===== src/rtl/dbgms_pkg.sv =====
package dbgms_pkg;

   typedef enum logic [1:0] {
      SQ_IDLE  = 2'd0,
      SQ_REG   = 2'd1,
      SQ_FETCH = 2'd2,
      SQ_MEM   = 2'd3
   } sq_state_e;

   localparam int CTRL_LINEAR_BIT = 0;
   localparam int CTRL_ACKEN_BIT  = 1;

endpackage


===== src/rtl/dbgms_addr_gen.sv =====
module dbgms_addr_gen #(
   parameter int PC_W       = 24,
   parameter int CMP_W      = 16,
   parameter bit HAS_LINEAR = 1'b1
) (
   input  logic [PC_W-1:0]       pc,
   input  logic [PC_W-CMP_W-1:0] base,
   input  logic                  linear,
   output logic [PC_W-1:0]       fetch_addr,
   output logic [PC_W-1:0]       pc_next
);
   localparam int BASE_W = PC_W - CMP_W;

   logic [PC_W-1:0]  compat_addr;
   logic [PC_W-1:0]  compat_next;
   logic [CMP_W-1:0] low_inc;

   assign low_inc     = pc[CMP_W-1:0] + CMP_W'(1);
   assign compat_addr = {base, pc[CMP_W-1:0]};
   assign compat_next = {pc[PC_W-1:CMP_W], low_inc};

   generate
      if (HAS_LINEAR) begin : g_dual_mode
         assign fetch_addr = linear ? pc : compat_addr;
         assign pc_next    = linear ? (pc + PC_W'(1)) : compat_next;
      end else begin : g_compat_only
         logic unused_linear;
         assign unused_linear = linear;
         assign fetch_addr    = compat_addr;
         assign pc_next       = compat_next;
      end
      if (BASE_W < 1) begin : g_bad_base
         $error("dbgms_addr_gen: base page must be at least one bit wide");
      end
   endgenerate

endmodule


===== src/rtl/dbgms_regs.sv =====
module dbgms_regs
   import dbgms_pkg::*;
#(
   parameter int DATA_W     = 8,
   parameter int PC_W       = 24,
   parameter int CMP_W      = 16,
   parameter int RA_W       = 8,
   parameter int PC_ADDR0   = 'h10,
   parameter int BASE_ADDR  = 'h13,
   parameter int CTRL_ADDR  = 'h14,
   parameter int STAT_ADDR  = 'h17,
   parameter bit HAS_LINEAR = 1'b1
) (
   input  logic                  clk,
   input  logic                  rst_n,
   input  logic                  wr_en,
   input  logic [RA_W-1:0]       acc_addr,
   input  logic [DATA_W-1:0]     wr_data,
   input  logic                  pc_step,
   input  logic [PC_W-1:0]       pc_next,
   input  logic                  granted,
   output logic [PC_W-1:0]       pc,
   output logic [PC_W-CMP_W-1:0] base,
   output logic                  linear,
   output logic                  ack_en,
   output logic [DATA_W-1:0]     rd_data
);
   localparam int PC_BYTES = PC_W / DATA_W;
   localparam int BASE_W   = PC_W - CMP_W;

   logic [PC_BYTES-1:0] pc_hit;
   logic                base_hit;
   logic                ctrl_hit;
   logic                stat_hit;

   genvar g;
   generate
      for (g = 0; g < PC_BYTES; g++) begin : g_pc_hit
         assign pc_hit[g] = (acc_addr == RA_W'(PC_ADDR0 + g));
      end
   endgenerate

   assign base_hit = (acc_addr == RA_W'(BASE_ADDR));
   assign ctrl_hit = (acc_addr == RA_W'(CTRL_ADDR));
   assign stat_hit = (acc_addr == RA_W'(STAT_ADDR));

   always_ff @(posedge clk) begin
      if (!rst_n) begin
         pc <= '0;
      end else if (pc_step) begin
         pc <= pc_next;
      end else if (wr_en) begin
         for (int i = 0; i < PC_BYTES; i++) begin
            if (pc_hit[i]) pc[i*DATA_W +: DATA_W] <= wr_data;
         end
      end
   end

   always_ff @(posedge clk) begin
      if (!rst_n) begin
         base   <= '0;
         ack_en <= 1'b0;
      end else if (wr_en) begin
         if (base_hit) base <= wr_data[BASE_W-1:0];
         if (ctrl_hit) ack_en <= wr_data[CTRL_ACKEN_BIT];
      end
   end

   generate
      if (HAS_LINEAR) begin : g_mode_flop
         always_ff @(posedge clk) begin
            if (!rst_n)                linear <= 1'b0;
            else if (wr_en && ctrl_hit) linear <= wr_data[CTRL_LINEAR_BIT];
         end
      end else begin : g_mode_fixed
         assign linear = 1'b0;
      end
   endgenerate

   always_comb begin
      rd_data = '0;
      for (int i = 0; i < PC_BYTES; i++) begin
         if (pc_hit[i]) rd_data = pc[i*DATA_W +: DATA_W];
      end
      if (base_hit) rd_data = DATA_W'(base);
      if (ctrl_hit) begin
         rd_data[CTRL_LINEAR_BIT] = linear;
         rd_data[CTRL_ACKEN_BIT]  = ack_en;
      end
      if (stat_hit) begin
         rd_data[DATA_W-1] = ack_en;
         rd_data[DATA_W-2] = granted;
      end
   end

   AST_COMPAT_UPPER_HELD: assert property (@(posedge clk) disable iff (!rst_n)
      (pc_step && !linear) |=> (pc[PC_W-1:CMP_W] == $past(pc[PC_W-1:CMP_W])) && $stable(base))
      else $error("upper counter bits or base moved on a compatibility step");

   AST_STEP_MOVES_PC: assert property (@(posedge clk) disable iff (!rst_n)
      pc_step |=> !$stable(pc))
      else $error("counter did not advance on a memory-window read");

endmodule


===== src/rtl/dbgms_arb.sv =====
module dbgms_arb (
   input  logic clk,
   input  logic rst_n,
   input  logic bus_req,
   input  logic ack_en,
   input  logic seq_idle,
   input  logic dbg_req,
   output logic granted
);
   logic may_grant;

   assign may_grant = ack_en && bus_req && seq_idle && !dbg_req;

   always_ff @(posedge clk) begin
      if (!rst_n)       granted <= 1'b0;
      else if (granted) granted <= ack_en && bus_req;
      else              granted <= may_grant;
   end

   AST_DISABLED_NO_GRANT: assert property (@(posedge clk) disable iff (!rst_n)
      !ack_en |=> !granted)
      else $error("grant held while enable is clear");

   AST_GRANT_AT_BOUNDARY: assert property (@(posedge clk) disable iff (!rst_n)
      $rose(granted) |-> $past(seq_idle && !dbg_req))
      else $error("grant taken inside a debug operation");

   AST_RELEASE_NEXT: assert property (@(posedge clk) disable iff (!rst_n)
      (granted && !bus_req) |=> !granted)
      else $error("grant outlived its request");

endmodule


===== src/rtl/dbgms_seq.sv =====
module dbgms_seq
   import dbgms_pkg::*;
#(
   parameter int DATA_W   = 8,
   parameter int PC_W     = 24,
   parameter int RA_W     = 8,
   parameter int MEM_ADDR = 'h20
) (
   input  logic              clk,
   input  logic              rst_n,
   input  logic              dbg_req,
   input  logic              dbg_we,
   input  logic [RA_W-1:0]   dbg_addr,
   input  logic [DATA_W-1:0] dbg_wdata,
   output logic              dbg_done,
   output logic [DATA_W-1:0] dbg_rdata,
   output logic [RA_W-1:0]   op_addr,
   output logic [DATA_W-1:0] op_wdata,
   output logic              reg_wr,
   input  logic [DATA_W-1:0] reg_rdata,
   input  logic              granted,
   input  logic [PC_W-1:0]   fetch_addr,
   output logic              mem_req,
   output logic [PC_W-1:0]   mem_addr,
   input  logic              mem_valid,
   input  logic [DATA_W-1:0] mem_rdata,
   output logic              pc_step,
   output logic              seq_idle
);
   sq_state_e state;
   logic      op_we;
   logic      is_window;

   assign is_window = !dbg_we && (dbg_addr == RA_W'(MEM_ADDR));

   always_ff @(posedge clk) begin
      if (!rst_n) begin
         state     <= SQ_IDLE;
         op_we     <= 1'b0;
         op_addr   <= '0;
         op_wdata  <= '0;
         dbg_done  <= 1'b0;
         dbg_rdata <= '0;
         mem_req   <= 1'b0;
         mem_addr  <= '0;
      end else begin
         dbg_done <= 1'b0;
         mem_req  <= 1'b0;
         case (state)
            SQ_IDLE: begin
               if (dbg_req) begin
                  op_we    <= dbg_we;
                  op_addr  <= dbg_addr;
                  op_wdata <= dbg_wdata;
                  state    <= is_window ? SQ_FETCH : SQ_REG;
               end
            end
            SQ_REG: begin
               dbg_done  <= 1'b1;
               dbg_rdata <= op_we ? '0 : reg_rdata;
               state     <= SQ_IDLE;
            end
            SQ_FETCH: begin
               if (!granted) begin
                  mem_req  <= 1'b1;
                  mem_addr <= fetch_addr;
                  state    <= SQ_MEM;
               end
            end
            SQ_MEM: begin
               if (mem_valid) begin
                  dbg_done  <= 1'b1;
                  dbg_rdata <= mem_rdata;
                  state     <= SQ_IDLE;
               end
            end
            default: state <= SQ_IDLE;
         endcase
      end
   end

   assign reg_wr   = (state == SQ_REG) && op_we;
   assign pc_step  = (state == SQ_MEM) && mem_valid;
   assign seq_idle = (state == SQ_IDLE);

   AST_NO_FETCH_GRANTED: assert property (@(posedge clk) disable iff (!rst_n)
      mem_req |-> !granted)
      else $error("memory fetch issued while bus is handed off");

   AST_SINGLE_FETCH: assert property (@(posedge clk) disable iff (!rst_n)
      mem_req |=> !mem_req)
      else $error("fetch request longer than one cycle");

   AST_DONE_PULSE: assert property (@(posedge clk) disable iff (!rst_n)
      dbg_done |=> !dbg_done)
      else $error("done held for more than one cycle");

endmodule


===== src/rtl/dbg_mem_streamer.sv =====
module dbg_mem_streamer #(
   parameter int DATA_W     = 8,
   parameter int PC_W       = 24,
   parameter int CMP_W      = 16,
   parameter int RA_W       = 8,
   parameter int PC_ADDR0   = 'h10,
   parameter int BASE_ADDR  = 'h13,
   parameter int CTRL_ADDR  = 'h14,
   parameter int STAT_ADDR  = 'h17,
   parameter int MEM_ADDR   = 'h20,
   parameter bit HAS_LINEAR = 1'b1
) (
   input  logic              clk,
   input  logic              rst_n,
   input  logic              dbg_req,
   input  logic              dbg_we,
   input  logic [RA_W-1:0]   dbg_addr,
   input  logic [DATA_W-1:0] dbg_wdata,
   output logic              dbg_done,
   output logic [DATA_W-1:0] dbg_rdata,
   output logic              mem_req,
   output logic [PC_W-1:0]   mem_addr,
   input  logic              mem_valid,
   input  logic [DATA_W-1:0] mem_rdata,
   input  logic              bus_req,
   output logic              bus_ack_n
);
   localparam int PC_BYTES = PC_W / DATA_W;
   localparam int PC_LAST  = PC_ADDR0 + PC_BYTES - 1;
   localparam int BASE_W   = PC_W - CMP_W;

   generate
      if (PC_W % DATA_W != 0) begin : g_chk_pc_div
         $error("dbg_mem_streamer: counter width must be whole data bytes");
      end
      if (CMP_W < 1 || CMP_W >= PC_W) begin : g_chk_cmp
         $error("dbg_mem_streamer: compatibility offset must be narrower than the counter");
      end
      if (BASE_W > DATA_W) begin : g_chk_base
         $error("dbg_mem_streamer: base page must fit one data word");
      end
      if (DATA_W < 2) begin : g_chk_data
         $error("dbg_mem_streamer: status needs at least two data bits");
      end
      if (PC_LAST >= (1 << RA_W)) begin : g_chk_space
         $error("dbg_mem_streamer: counter bytes exceed the register space");
      end
      if ((BASE_ADDR >= PC_ADDR0 && BASE_ADDR <= PC_LAST) ||
          (CTRL_ADDR >= PC_ADDR0 && CTRL_ADDR <= PC_LAST) ||
          (STAT_ADDR >= PC_ADDR0 && STAT_ADDR <= PC_LAST) ||
          (MEM_ADDR  >= PC_ADDR0 && MEM_ADDR  <= PC_LAST)) begin : g_chk_pc_overlap
         $error("dbg_mem_streamer: a register overlaps the counter bytes");
      end
      if (BASE_ADDR == CTRL_ADDR || BASE_ADDR == STAT_ADDR || BASE_ADDR == MEM_ADDR ||
          CTRL_ADDR == STAT_ADDR || CTRL_ADDR == MEM_ADDR || STAT_ADDR == MEM_ADDR) begin : g_chk_unique
         $error("dbg_mem_streamer: register addresses must be distinct");
      end
   endgenerate

   logic [RA_W-1:0]   op_addr;
   logic [DATA_W-1:0] op_wdata;
   logic              reg_wr;
   logic [DATA_W-1:0] reg_rdata;
   logic              granted;
   logic              seq_idle;
   logic              pc_step;
   logic [PC_W-1:0]   pc;
   logic [PC_W-1:0]   pc_next;
   logic [PC_W-1:0]   fetch_addr;
   logic [BASE_W-1:0] base;
   logic              linear;
   logic              ack_en;

   dbgms_seq #(
      .DATA_W(DATA_W), .PC_W(PC_W), .RA_W(RA_W), .MEM_ADDR(MEM_ADDR)
   ) seq_i (
      .clk(clk), .rst_n(rst_n),
      .dbg_req(dbg_req), .dbg_we(dbg_we), .dbg_addr(dbg_addr), .dbg_wdata(dbg_wdata),
      .dbg_done(dbg_done), .dbg_rdata(dbg_rdata),
      .op_addr(op_addr), .op_wdata(op_wdata), .reg_wr(reg_wr), .reg_rdata(reg_rdata),
      .granted(granted), .fetch_addr(fetch_addr),
      .mem_req(mem_req), .mem_addr(mem_addr), .mem_valid(mem_valid), .mem_rdata(mem_rdata),
      .pc_step(pc_step), .seq_idle(seq_idle)
   );

   dbgms_regs #(
      .DATA_W(DATA_W), .PC_W(PC_W), .CMP_W(CMP_W), .RA_W(RA_W),
      .PC_ADDR0(PC_ADDR0), .BASE_ADDR(BASE_ADDR), .CTRL_ADDR(CTRL_ADDR),
      .STAT_ADDR(STAT_ADDR), .HAS_LINEAR(HAS_LINEAR)
   ) regs_i (
      .clk(clk), .rst_n(rst_n),
      .wr_en(reg_wr), .acc_addr(op_addr), .wr_data(op_wdata),
      .pc_step(pc_step), .pc_next(pc_next), .granted(granted),
      .pc(pc), .base(base), .linear(linear), .ack_en(ack_en), .rd_data(reg_rdata)
   );

   dbgms_addr_gen #(
      .PC_W(PC_W), .CMP_W(CMP_W), .HAS_LINEAR(HAS_LINEAR)
   ) addr_i (
      .pc(pc), .base(base), .linear(linear),
      .fetch_addr(fetch_addr), .pc_next(pc_next)
   );

   dbgms_arb arb_i (
      .clk(clk), .rst_n(rst_n),
      .bus_req(bus_req), .ack_en(ack_en), .seq_idle(seq_idle), .dbg_req(dbg_req),
      .granted(granted)
   );

   assign bus_ack_n = ~granted;

   AST_FETCH_ADDR_MODE: assert property (@(posedge clk) disable iff (!rst_n)
      (mem_req && !$past(linear)) |-> (mem_addr[CMP_W-1:0] == $past(pc[CMP_W-1:0])))
      else $error("compatibility fetch offset differs from counter");

endmodule


===== config.mk =====
export PLATFORM = sky130hd
export DESIGN_NAME = dbg_mem_streamer
export DESIGN_NICKNAME = d
export VERILOG_FILES = /design/src/rtl/dbgms_pkg.sv /design/src/rtl/dbgms_addr_gen.sv /design/src/rtl/dbgms_regs.sv /design/src/rtl/dbgms_arb.sv /design/src/rtl/dbgms_seq.sv /design/src/rtl/dbg_mem_streamer.sv
export SDC_FILE = /design/constraint.sdc
export NUM_CORES = 1
export LEC_CHECK = 0
export BUFFER_PORTS_ARGS = -buffer_cell sky130_fd_sc_hd__buf_2
export CELL_PAD_IN_SITES_DETAIL_PLACEMENT = 0
export CELL_PAD_IN_SITES_GLOBAL_PLACEMENT = 1
export CORE_UTILIZATION = 42
export CTS_CLUSTER_SIZE = 20
export DETAILED_ROUTE_END_ITERATION = 16
export PLACE_DENSITY_LB_ADDON = 0.1
export SLEW_MARGIN = 5
export SYNTH_ARGS = -nofsm -noshare
export SYNTH_HDL_FRONTEND = slang
export SYNTH_SLANG_ARGS = --single-unit

===== constraint.sdc =====
create_clock -name clk -period 2.14 [get_ports clk]
set_input_delay 0 -clock clk [delete_from_list [all_inputs] [get_ports clk]]
set_output_delay 0 -clock clk [all_outputs]
set_load 0.01 [all_outputs]

== Yosys cells after proc, flatten, opt, wreduce, memory -nomap -nowiden ==
Cells that the tools add are included.
Widths: inputs -> output; s select.
Operators by class
  equal/unequal tests: 14
  add/sub/neg operators: 2
  bitwise logic cells: 1
  mux-type cells: 25
  reduce and logical (&&, ||, !) cells: 25
Operators by type and width (count)
  $mux 24: 4
  $mux 8: 9
  $eq 8x5->1 const B: 6
  $add 24x1->24 const B: 1
  $add 16x1->16 const B: 1
  $pmux 8 s2: 1
  $reduce_and 2->1: 8
  $mux 2: 6
  $reduce_bool 2->1: 5
  $eq 8x6->1 const B: 1
  $pmux 2 s4: 1
  $logic_and 1x1->1: 7
  $ne 2x2->1 const B: 3
  $reduce_and 3->1: 2
  $eq 2x2->1 const B: 2
  $mux 1: 3
  $eq 2x1->1 const B: 1
  $logic_not 1->1: 2
  $logic_not 2->1: 1
  $ne 2x1->1 const B: 1
  $pmux 1 s2: 1
  $not 1->1: 1
Word-level totals
  logic and storage cells: 82
  bits in registers: 88

== Logic depth before layout (Yosys ltp) ==
Gate-level depths: netlist (run 1).
  depth after elaboration: 8
  depth in mapped cells: 7
  depth with buffers taken out: 6

== Cells and area by module ==
From an unflattened synthesis (run 1), not the netlist that was laid out.
Second synthesis, totals
  cells, all modules: 555
  area, all modules: 4707.0 um^2
Modules (own cells, without submodules)
  dbgms_seq: area each 2072.0 um^2, times used 1, cells an instance 252
  dbgms_regs: area each 1890.6 um^2, times used 1, cells an instance 210
  dbgms_addr_gen: area each 703.2 um^2, times used 1, cells an instance 89
  dbgms_arb: area each 37.5 um^2, times used 1, cells an instance 3
  dbg_mem_streamer: area each 3.8 um^2, times used 1, cells an instance 1

== Worst setup path before layout (run 1) ==
OpenSTA, ideal clock, no wires.
  kind: register to register
  start: register seq_i.op_addr[3]
  end: register regs_i.pc[0]
  clock period less this slack: 1947 ps
  cell stages (with the launch flop): 7
  buffers on the path: 1
  arrival: 1828 ps
  data required time: 2020 ps
  setup slack: 193 ps
  library setup time: 120 ps
  cell sequence: dfxtp_1 -> nor4b_4 -> nand3b_2 -> or4_1 -> buf_2 -> and3_1 -> o31a_1
On the way
  longest elaborated chain between the ends: 3
RTL lines
  start, declared: line dbgms_seq.sv:17  | output logic [RA_W-1:0] op_addr,
  start signal, assigned: line dbgms_seq.sv:53  | op_addr <= dbg_addr;
  $eq 8x5->1: line dbgms_regs.sv:39  | assign pc_hit[g] = (acc_addr == RA_W'(PC_ADDR0 + g));
  $reduce_bool 2->1 (no line)
  $reduce_and 2->1 (no line)
  end signal, assigned: line dbgms_regs.sv:51  | pc <= pc_next;
  end signal, assigned by index: line dbgms_regs.sv:54  | if (pc_hit[i]) pc[i*DATA_W +: DATA_W] <= wr_data;
  end, declared: line dbgms_regs.sv:22  | output logic [PC_W-1:0] pc,
No other way between the ends.
A chain may end at the register's enable or synchronous reset.

== Worst setup path in the final report (run 1) ==
  start: register regs_i.pc[2]
  end: register regs_i.pc[17]
On the way
  longest elaborated chain between the ends: 3
RTL lines
  $add 24x1->24: line dbgms_addr_gen.sv:25  | assign pc_next = linear ? (pc + PC_W'(1)) : compat_next;
  $mux 24: line dbgms_addr_gen.sv:25
  $mux 24: line dbgms_regs.sv:50  | end else if (pc_step) begin
No other way between the ends. The select of a mux whose other input is x is not followed.

==> metrics, run 1 <==
Max Root-Sink Buffers 2; arrival time at the worst endpoint between 2000 and 2500 ps; Switch Pwr slightly above 0.8 mW; clock-pin slew on the worst setup and hold paths 90 ps; CTS root buffer clkbuf_8; Synth async-reset ratio 0; Setup CP Type flop to flop; die height 102.7 um; DR vias/cell approximately 5.6; DIE WIDTH about 100 um; worst reg-to-reg setup slack a little over 200 ps; Starting Density 0.4337; Clk pwr share 0.380; Int Power around 2.4 mW; FP Rows 36; MaxCap Viol Count 0; DRC violation count after routing 0; Iter 0 DRT Violations 300; Req. time, crit path 2400 ps; synthesis-to-finish area growth 25.56%; leakage power total 1.982 nW; synthesized net count about 560; Num CTS Buffers 9; setup ws final about 200 ps; Main synth FF type dfxtp_1; relative slew slack 0.4808; RSZ-0062 raised after global routing false; flop and latch count out of synthesis between 80 and 90; number of port buffers between 60 and 70; first-pass iteration count of the detailed router 4; Mean Syn Cell Area ~8 um2; fin. max-slew vios 0; pin count of the biggest net entering global routing 39; synthesized area between 4000 and 5000 um2; Worst Hold Class input port to flop; Tcrit/Tclk final 0.9053; clk sinks 88; Logic pwr share 0.083; crit-path max FO 9; post-synthesis sequential area ratio 0.4136; Sw Ratio 0.2541; Routed WL per cell between 15 and 20 um; final hold viol count 0; DP HPWL 9547 um; Ys Warns 0; power per cell area a little under 600 nW/um2; Seq pwr share 0.537; crit path capture type flop; Post-synth EDFFs 0; Final ANT Viol Nets 0; via count 4288; antenna violations before repair 0; number of global-route vias before repair around 4000; final setup vio count 0; full die area ~11000 um2; H-Tree Depth 3; IO Pins 65; Total GRT Usage 0.2658; Worst-Skew Late Latency roughly 360 ps; status complete, no violations; first-pass GRT wire length 21090 um; CTS tree built; Place WS around 260 ps; worst reg-to-reg path cell count 6; Worst-Margin Slew just under 800 ps; n_diodes 0; Filler cells roughly 1000; worst vdd ir 0.0003671 V; Yosys cell types 54; Setup TNS 0 ps; post-synthesis instance total between 500 and 600; clock skew between 10 and 15 ps; core area 9819 um2; final net count ~660; max frequency just over 500 MHz; minimum clock period just under 2000 ps; grt ovf 0; ratio of cells with drive above 1 in the final layout 0.1984; cell depth of the worst min-delay path 4; CP startpoint kind flop; final WL approximately 13000 um; GP Congestion about 0.93
-- sequential cells by signal, indices dropped and copies added, names as in the netlist --
signal / flops
seq_i.dbg_rdata: 8
seq_i.op_we: 1
regs_i.linear: 1
seq_i.mem_addr: 24
arb_i.granted: 1
regs_i.pc: 24
seq_i.op_wdata: 8
regs_i.ack_en: 1
regs_i.base: 8
seq_i.state: 2
seq_i.dbg_done: 1
seq_i.op_addr: 8
seq_i.mem_req: 1
-- worst max-delay path: stages, from the launching register on --
cell and delay (ps):
dfxtp_1 520, nand4_1 250, or3_1 440, nor3_1 190
buf_4 170, a211oi_1 70, o21a_1 200
-- area by class of cell --
cell class	count	area [um2]	share of cell area
inverter	10	37.54	0.007019
tap	133	166.4	0.03112
sequential	88	1762	0.3294
multi-input combinational	398	2331	0.4359
timing repair buffer	123	845.8	0.1582
clock inverter	5	63.81	0.01193
clock buffer	11	141.4	0.02644
-- cell usage after synthesis, types with 2 or more instances --
master    count  area (um2)
nor3_1       10       50.05
o211ai_1      5       37.54
nor2b_1       2       12.51
mux4_2        6       135.1
o31a_1        3       26.28
clkbuf_1     32       120.1
o31ai_1       3       22.52
nand3_1      16       80.08
a211oi_1     15       112.6
o21a_1        4       30.03
a22oi_1       2       15.01
nand4b_1      2       17.52
and4_1        2       17.52
nand2_1      99       371.6
and2_1        5       31.28
dfxtp_1      88        1762
inv_1         9       33.78
nor2_1       46       172.7
nor3b_1       6       45.04
mux2i_1      23       230.2
nand3b_1      3       22.52
or3_1         4       25.02
buf_2         2       10.01
o41ai_1       2       17.52
a21boi_0      3       22.52
nand4_1       9       56.30
or2_2         3       18.77
o21ai_0      32       160.2
a31oi_1      12       75.07
and3_1        6       37.54
a311oi_1      2       17.52
a21oi_1      53       265.3
-- logic make-up (layout without fill, tap and decap cells) --
kind of cell,after synthesis,after routing,synth area share
multiplexers,29,29,0.08578
adder cells (fa/ha/maj),1,1,0.002937
flip-flops,88,88,0.4136
AND/OR/NAND/NOR,223,223,0.2497
AO/OA/AOI/OAI,143,143,0.2036
XOR/XNOR,2,2,0.004114
buffers and inverters,45,149,0.04025
-- stage by stage --
stage	area [um2]	cells	power [mW]	util	hold slack, ps
floorplan	4259	531	1.870	-	136.0
global placement	4862	724	1.965	0.4952	240.3
detailed placement	4862	724	1.970	0.4952	247.9
CTS	5348	768	3.205	0.5446	145.7
global route	5348	768	3.293	0.5446	169.0
finish	5348	768	3.180	0.5446	150.2
-- worst paths after layout --
check,endpoint,startpoint
min,seq_i.dbg_rdata[5],mem_valid
min reg2reg,seq_i.mem_addr[15],seq_i.mem_addr[15]
max,regs_i.pc[17],regs_i.pc[2]
max reg2reg,regs_i.pc[17],regs_i.pc[2]
-- power groups by stage --
stage | sequential (mW) | clock [mW] | combinational (mW)
global placement | 1.74 | 0 | 0.220
finish | 1.71 | 1.21 | 0.262
detailed placement | 1.75 | 0 | 0.223
CTS | 1.71 | 1.24 | 0.261
floorplan | 1.73 | 0 | 0.137
global route | 1.71 | 1.29 | 0.291
-- layout by cell type, fill, tap and decap left out, types with 9 or more instances in the layout --
cell type / n
nand2_1: 99
dfxtp_1: 88
buf_2: 64
a21oi_1: 53
nor2_1: 46
o21ai_0: 32
buf_4: 30
dlygate4sd3_1: 28
mux2i_1: 23
nand3_1: 16
a211oi_1: 15
a31oi_1: 12
nor3_1: 10
clkbuf_8: 10
inv_1: 9
nand4_1: 9
-- routing by layer --
layer	vias up	global-route usage	part of all wire
met5	-	0	0
met4	0	0.07802	0.019
met3	16	0.04203	0.053
met2	142	0.4303	0.46
met1	2028	0.3649	0.47
li1	2102	-	-
-- repair_timing --
action,4_1_cts,5_1_grt
gates resized for setup,0,0
hold buffers,28,0
endpoints found under the hold margin,27,0
buffers inserted,0,0
Note: power is estimated with default switching activity, not from simulation.
==> run 2, diff against run 1 <==
--- a/config.mk
+++ b/config.mk
@@ -8,7 +8,7 @@
 export BUFFER_PORTS_ARGS = -buffer_cell sky130_fd_sc_hd__buf_2
 export CELL_PAD_IN_SITES_DETAIL_PLACEMENT = 0
 export CELL_PAD_IN_SITES_GLOBAL_PLACEMENT = 1
-export CORE_UTILIZATION = 42
+export CORE_UTILIZATION = 40
 export CTS_CLUSTER_SIZE = 20
 export DETAILED_ROUTE_END_ITERATION = 16
 export PLACE_DENSITY_LB_ADDON = 0.1
==> run 2 against run 1 <==
Against the previous run: sequential share of layout area fell by 0.092 points; non-clock buffer count increased by 2; via count rose by 0.21%; worst setup slack gained 15 ps; highest routed layer unchanged.
==> metrics, run 2 (synthesis gave the netlist of run 1 again) <==
die height 105.2 um (+2.4%); first-pass GRT wire length 21030 um (-0.29%); Final ANT Viol Nets 0 (unchanged); DIE WIDTH 105.2 um (+2.4%); via count 4297 (+0.21%); Num CTS Buffers 9 (unchanged); Filler cells 1022 (-0.78%); post-CTS sizing 0 (unchanged); fin. max-slew vios 0 (unchanged); CTS tree built; final net count 663 (+0.30%); Iter 0 DRT Violations 322 (+7.3%); status complete, no violations; MaxCap Viol Count 0 (unchanged); clk sinks 88 (unchanged); Setup CP Type flop to flop; final WL 13270 um (+0.21%); max frequency 520.3 MHz (+0.80%); H-Tree Depth 3 (unchanged); total power 3.186 mW (+0.20%); worst-path cell chain nor4b_4, nand2b_1, a2111oi_0, buf_4, nand2_1, a31oi_1; antenna violations before repair 0 (unchanged); ratio of cells with drive above 1 in the final layout 0.2025 (+0.004087); DP HPWL 9540 um (about the same); Worst-Skew Late Latency 370 ps (about the same); leakage power total 1.994 nW (+0.64%); Tcrit/Tclk final 0.8980 (-0.007221); relative slew slack 0.5357 (+0.05490); Req. time, crit path 2440 ps (+40 ps); Routed WL per cell 17.17 um (-0.44%); highest metal used met4; clock skew 11.23 ps (+0.3067 ps); power per cell area 594.2 nW/um2 (about the same); number of port buffers 64 (unchanged); Total GRT Usage 0.2474 (-0.01845); DRC violation count after routing 0 (unchanged); crit path capture type flop; Worst Hold Class input port to flop; CTS root buffer clkbuf_8; DR vias/cell 5.559 (-0.44%); Place WS 225.2 ps (-33.82 ps); grt ovf 0 (unchanged); number of global-route vias before repair 3962 (+0.71%); first-pass iteration count of the detailed router 5 (+1); n_diodes 0 (unchanged); commonest non-fill, non-tap cell in the layout nand2_1; arrival time at the worst endpoint 2220 ps (+30 ps); minimum clock period 1922 ps (-15.45 ps); WL met3 806 um (+14%); most frequent cells in the layout nand2_1 (99), dfxtp_1 (88), buf_2 (64); worst vdd ir 0.0003878 V (+5.6%); met2 WL post-DR 6102 um (+0.28%); Starting Density 0.4126 (-0.02119); pin count of the biggest net entering global routing 33 (-15%); largest registers regs_i.pc (24), seq_i.mem_addr (24); synthesis-to-finish area growth 25.91%; Crit path largest cell delay 530 ps (about the same); CP startpoint kind flop; crit-path max FO 4 (-5); full die area 11060 um2 (+4.9%); GP Congestion 0.9090 (-2.6%); final setup vio count 0 (unchanged); Max Root-Sink Buffers 2 (unchanged); core area 10320 um2 (+5.1%); setup ws final 218.2 ps (+15.45 ps); IO Pins 65 (unchanged); M1 WL 6230 um (+0.52%); clock-pin slew on the worst setup and hold paths 100 ps (about the same); FP Rows 37 (+2.8%); critical path's slowest cell a2111oi_0; final hold viol count 0 (unchanged); Worst-Margin Slew 694.4 ps (-83.31 ps); Setup TNS 0 ps (unchanged); RSZ-0062 raised after global routing false
-- run 2: changes by cell type in the layout (fill, tap and decap cells not counted), sizes merged --
cell and change:
buf +2, inv +2, clkbuf -2
-- run 2: final timing paths --
| check | startpoint | end | slack (ps) | cells past startpoint |
|---|---|---|---|---|
| worst max-delay path | seq_i.op_addr[3] | seq_i.dbg_rdata[3] | 220 | 6 |
| worst min register to register | seq_i.mem_addr[0] | seq_i.mem_addr[0] | 460 | 2 |
| worst max register to register | seq_i.op_addr[3] | seq_i.dbg_rdata[3] | 220 | 6 |
| worst min-delay path | rst_n | regs_i.base[2] | 130 | 3 |
-- run 2: final cells by class --
cell class | count | area, um2 | area share
clock inverter | 7 | 77.57 | 0.01447
multi-input combinational | 398 | 2331 | 0.4347
sequential | 88 | 1762 | 0.3285
tap | 136 | 170.2 | 0.03173
inverter | 10 | 37.54 | 0.007000
timing repair buffer | 125 | 860.8 | 0.1605
clock buffer | 9 | 123.9 | 0.02310
-- run 2: what timing repair did --
action	4_1_cts	5_1_grt
endpoints found under the hold margin	27	0
buffers inserted	0	0
hold buffers	28	0
-- run 2: routing by layer --
metal | vias up | global-route usage
met5 | - | 0
met4 | 0 | 0.07243
met3 | 11 | 0.03306
met2 | 144 | 0.3947
met1 | 2032 | 0.3467
li1 | 2110 | -
-- run 2: stage by stage --
step	util	area [um2]	hold slack [ps]	cells
detailed placement	0.4728	4881	248.0	729
global route	0.5195	5363	149.9	773
CTS	0.5195	5363	117.8	773
floorplan	-	4259	136.0	531
finish	0.5195	5363	129.1	773
global placement	0.4728	4881	238.5	729
-- run 2: worst max-delay path: cells and delay by family, from the launching register on --
| family | cells | cell delay [ps] |
|---|---|---|
| AOI/OAI and AO/OA | 2 | 700 |
| and+or+nand+nor | 3 | 590 |
| DFF | 1 | 340 |
| buffers and inverters | 1 | 210 |
-- run 2: where the power goes --
part / switching [mW] / internal [mW] / total (mW)
clock: 0.665 / 0.553 / 1.22
sequential: 0.0351 / 1.67 / 1.70
combinational: 0.142 / 0.121 / 0.264
==> run 3, diff against run 2 <==
--- a/config.mk
+++ b/config.mk
@@ -12,7 +12,9 @@
 export CTS_CLUSTER_SIZE = 20
 export DETAILED_ROUTE_END_ITERATION = 16
 export PLACE_DENSITY_LB_ADDON = 0.1
-export SLEW_MARGIN = 5
+export RECOVER_POWER = 25
+export SLEW_MARGIN = 20
 export SYNTH_ARGS = -nofsm -noshare
 export SYNTH_HDL_FRONTEND = slang
 export SYNTH_SLANG_ARGS = --single-unit
+export TNS_END_PERCENT = 1
==> run 3 against run 2 <==
Against the previous run: sequential share of layout area grew 0.23 points; combinational power is essentially flat; flip-flop and latch count is the same; worst setup slack gained 9.2 ps.
==> metrics, run 3 (synthesis gave the netlist of run 1 again) <==
hold buffers post-CTS 28 (unchanged); Setup TNS 0 ps (unchanged); Crit path buffers/inverters 1 (unchanged); Iter 0 DRT Violations 306 (-5.0%); power per cell area 597.9 nW/um2 (+0.62%); Routed WL per cell 17.25 um (+0.44%); grt ovf 0 (unchanged); commonest non-fill, non-tap cell in the layout nand2_1; CTS tree built; Req. time, crit path 2440 ps (about the same); clk sinks 88 (unchanged); final hold viol count 0 (unchanged); Filler cells 1044 (+2.2%); antenna violations before repair 0 (unchanged); relative slew slack 0.5412 (+0.005585); FP Rows 37 (unchanged); Place WS 225.2 ps (unchanged); GP Congestion 0.9090 (unchanged); Tcrit/Tclk final 0.8937 (-0.004319); worst-path cell chain nor4b_4, nand2b_1, a2111oi_0, buf_4, nand2_1, a31oi_1; Logic pwr share 0.082 (about the same); DP HPWL 9540 um (unchanged); leakage power total 1.865 nW (-6.5%); Starting Density 0.4126 (unchanged); Max Root-Sink Buffers 2 (unchanged); Total GRT Usage 0.2474 (unchanged); Num CTS Buffers 9 (unchanged); post-CTS sizing 0 (unchanged); setup ws final 227.4 ps (+9.243 ps); DR vias/cell 5.583 (+0.44%); full die area 11060 um2 (unchanged); Setup CP Type flop to flop; worst reg-to-reg setup slack 230 ps (about the same); Clk pwr share 0.383 (about the same); clock-pin slew on the worst setup and hold paths 100 ps (about the same); Worst-Skew Late Latency 370 ps (about the same); total power 3.184 mW (about the same); n_diodes 0 (unchanged); final WL 13330 um (+0.44%); dpl cell area 4881 um2 (unchanged); clock skew 11.10 ps (-0.1360 ps); crit-path max FO 4 (unchanged); placed insts 729 (unchanged); largest registers regs_i.pc (24), seq_i.mem_addr (24); Seq pwr share 0.535 (about the same); status complete, no violations; max frequency 522.9 MHz (+0.48%); number of global-route vias before repair 3962 (unchanged); DRC violation count after routing 0 (unchanged); minimum clock period 1913 ps (-9.243 ps); cell depth of the worst min-delay path 3 (unchanged); worst vdd ir 0.0003868 V (-0.27%); DIE WIDTH 105.2 um (unchanged); post-route non-filler standard cell count 773 (unchanged); Post CTS Setup Buffer Count 0 (unchanged); MaxCap Viol Count 0 (unchanged); Worst-Margin Slew 686.1 ps (-8.353 ps); Final Instance Area 5325 um2 (-0.70%); Int Power 2.341 mW (-0.12%); Top delay family on crit path compound AO/OA/AOI/OAI gates; final core occ 0.5158 (-0.003636); final net count 663 (unchanged); worst reg-to-reg path cell count 6 (unchanged); critical path's slowest cell a2111oi_0; Worst Hold Class input port to flop; Levels on crit path 6 (unchanged); WHS 121.5 ps (-7.679 ps); first-pass GRT wire length 21030 um (unchanged); H-Tree Depth 3 (unchanged); pin count of the biggest net entering global routing 33 (unchanged); Sw Ratio 0.2648 (+0.0002899); IO Pins 65 (unchanged); first-pass iteration count of the detailed router 5 (unchanged); Crit path largest cell delay 530 ps (about the same); most frequent cells in the layout nand2_1 (99), dfxtp_1 (88), a21oi_1 (53); CP startpoint kind flop; core area 10320 um2 (unchanged); crit path capture type flop; Final ANT Viol Nets 0 (unchanged); fin. max-slew vios 0 (unchanged); CTS root buffer clkbuf_8; RSZ-0062 raised after global routing false; ratio of cells with drive above 1 in the final layout 0.1554 (-0.04710); arrival time at the worst endpoint 2220 ps (about the same); number of port buffers 64 (unchanged); synthesis-to-finish area growth 25.03%; Switch Pwr 0.8429 mW (about the same); final setup vio count 0 (unchanged); die height 105.2 um (unchanged); via count 4316 (+0.44%)
-- run 3: path summary, 6_finish.rpt --
path,startpoint,to
worst max-delay path,seq_i.op_addr[3],seq_i.dbg_rdata[3]
worst max register to register,seq_i.op_addr[3],seq_i.dbg_rdata[3]
worst min register to register,seq_i.mem_addr[4],seq_i.mem_addr[4]
worst min-delay path,rst_n,regs_i.base[5]
-- run 3: power by group through the flow --
stage	logic [mW]	clock network [mW]	registers, mW
2_1_floorplan	0.137	0	1.73
3_3_place_gp	0.225	0	1.74
3_5_place_dp	0.227	0	1.74
4_1_cts	0.264	1.23	1.70
5_1_grt	0.289	1.30	1.71
6_report	0.261	1.22	1.70
-- run 3: per-layer routing --
layer / up-vias / routed length (um) / track usage
li1: 2103 / - / -
met1: 2044 / 6305 / 0.3467
met2: 157 / 6141 / 0.3947
met3: 12 / 743 / 0.03306
met4: 0 / 141 / 0.07243
met5: - / 0 / 0
-- run 3: cell type report --
class / count / area, um2 / share of cell area
tap: 136 / 170.2 / 0.03195
clock buffer: 9 / 123.9 / 0.02326
multi-input combinational: 398 / 2331 / 0.4377
timing repair buffer: 125 / 823.3 / 0.1546
clock inverter: 7 / 77.57 / 0.01457
inverter: 10 / 37.54 / 0.007049
sequential: 88 / 1762 / 0.3308
-- run 3: worst min-delay path, cell delays in order --
cell and delay, ps:
buf_2 100, inv_2 200, nor2_1 150
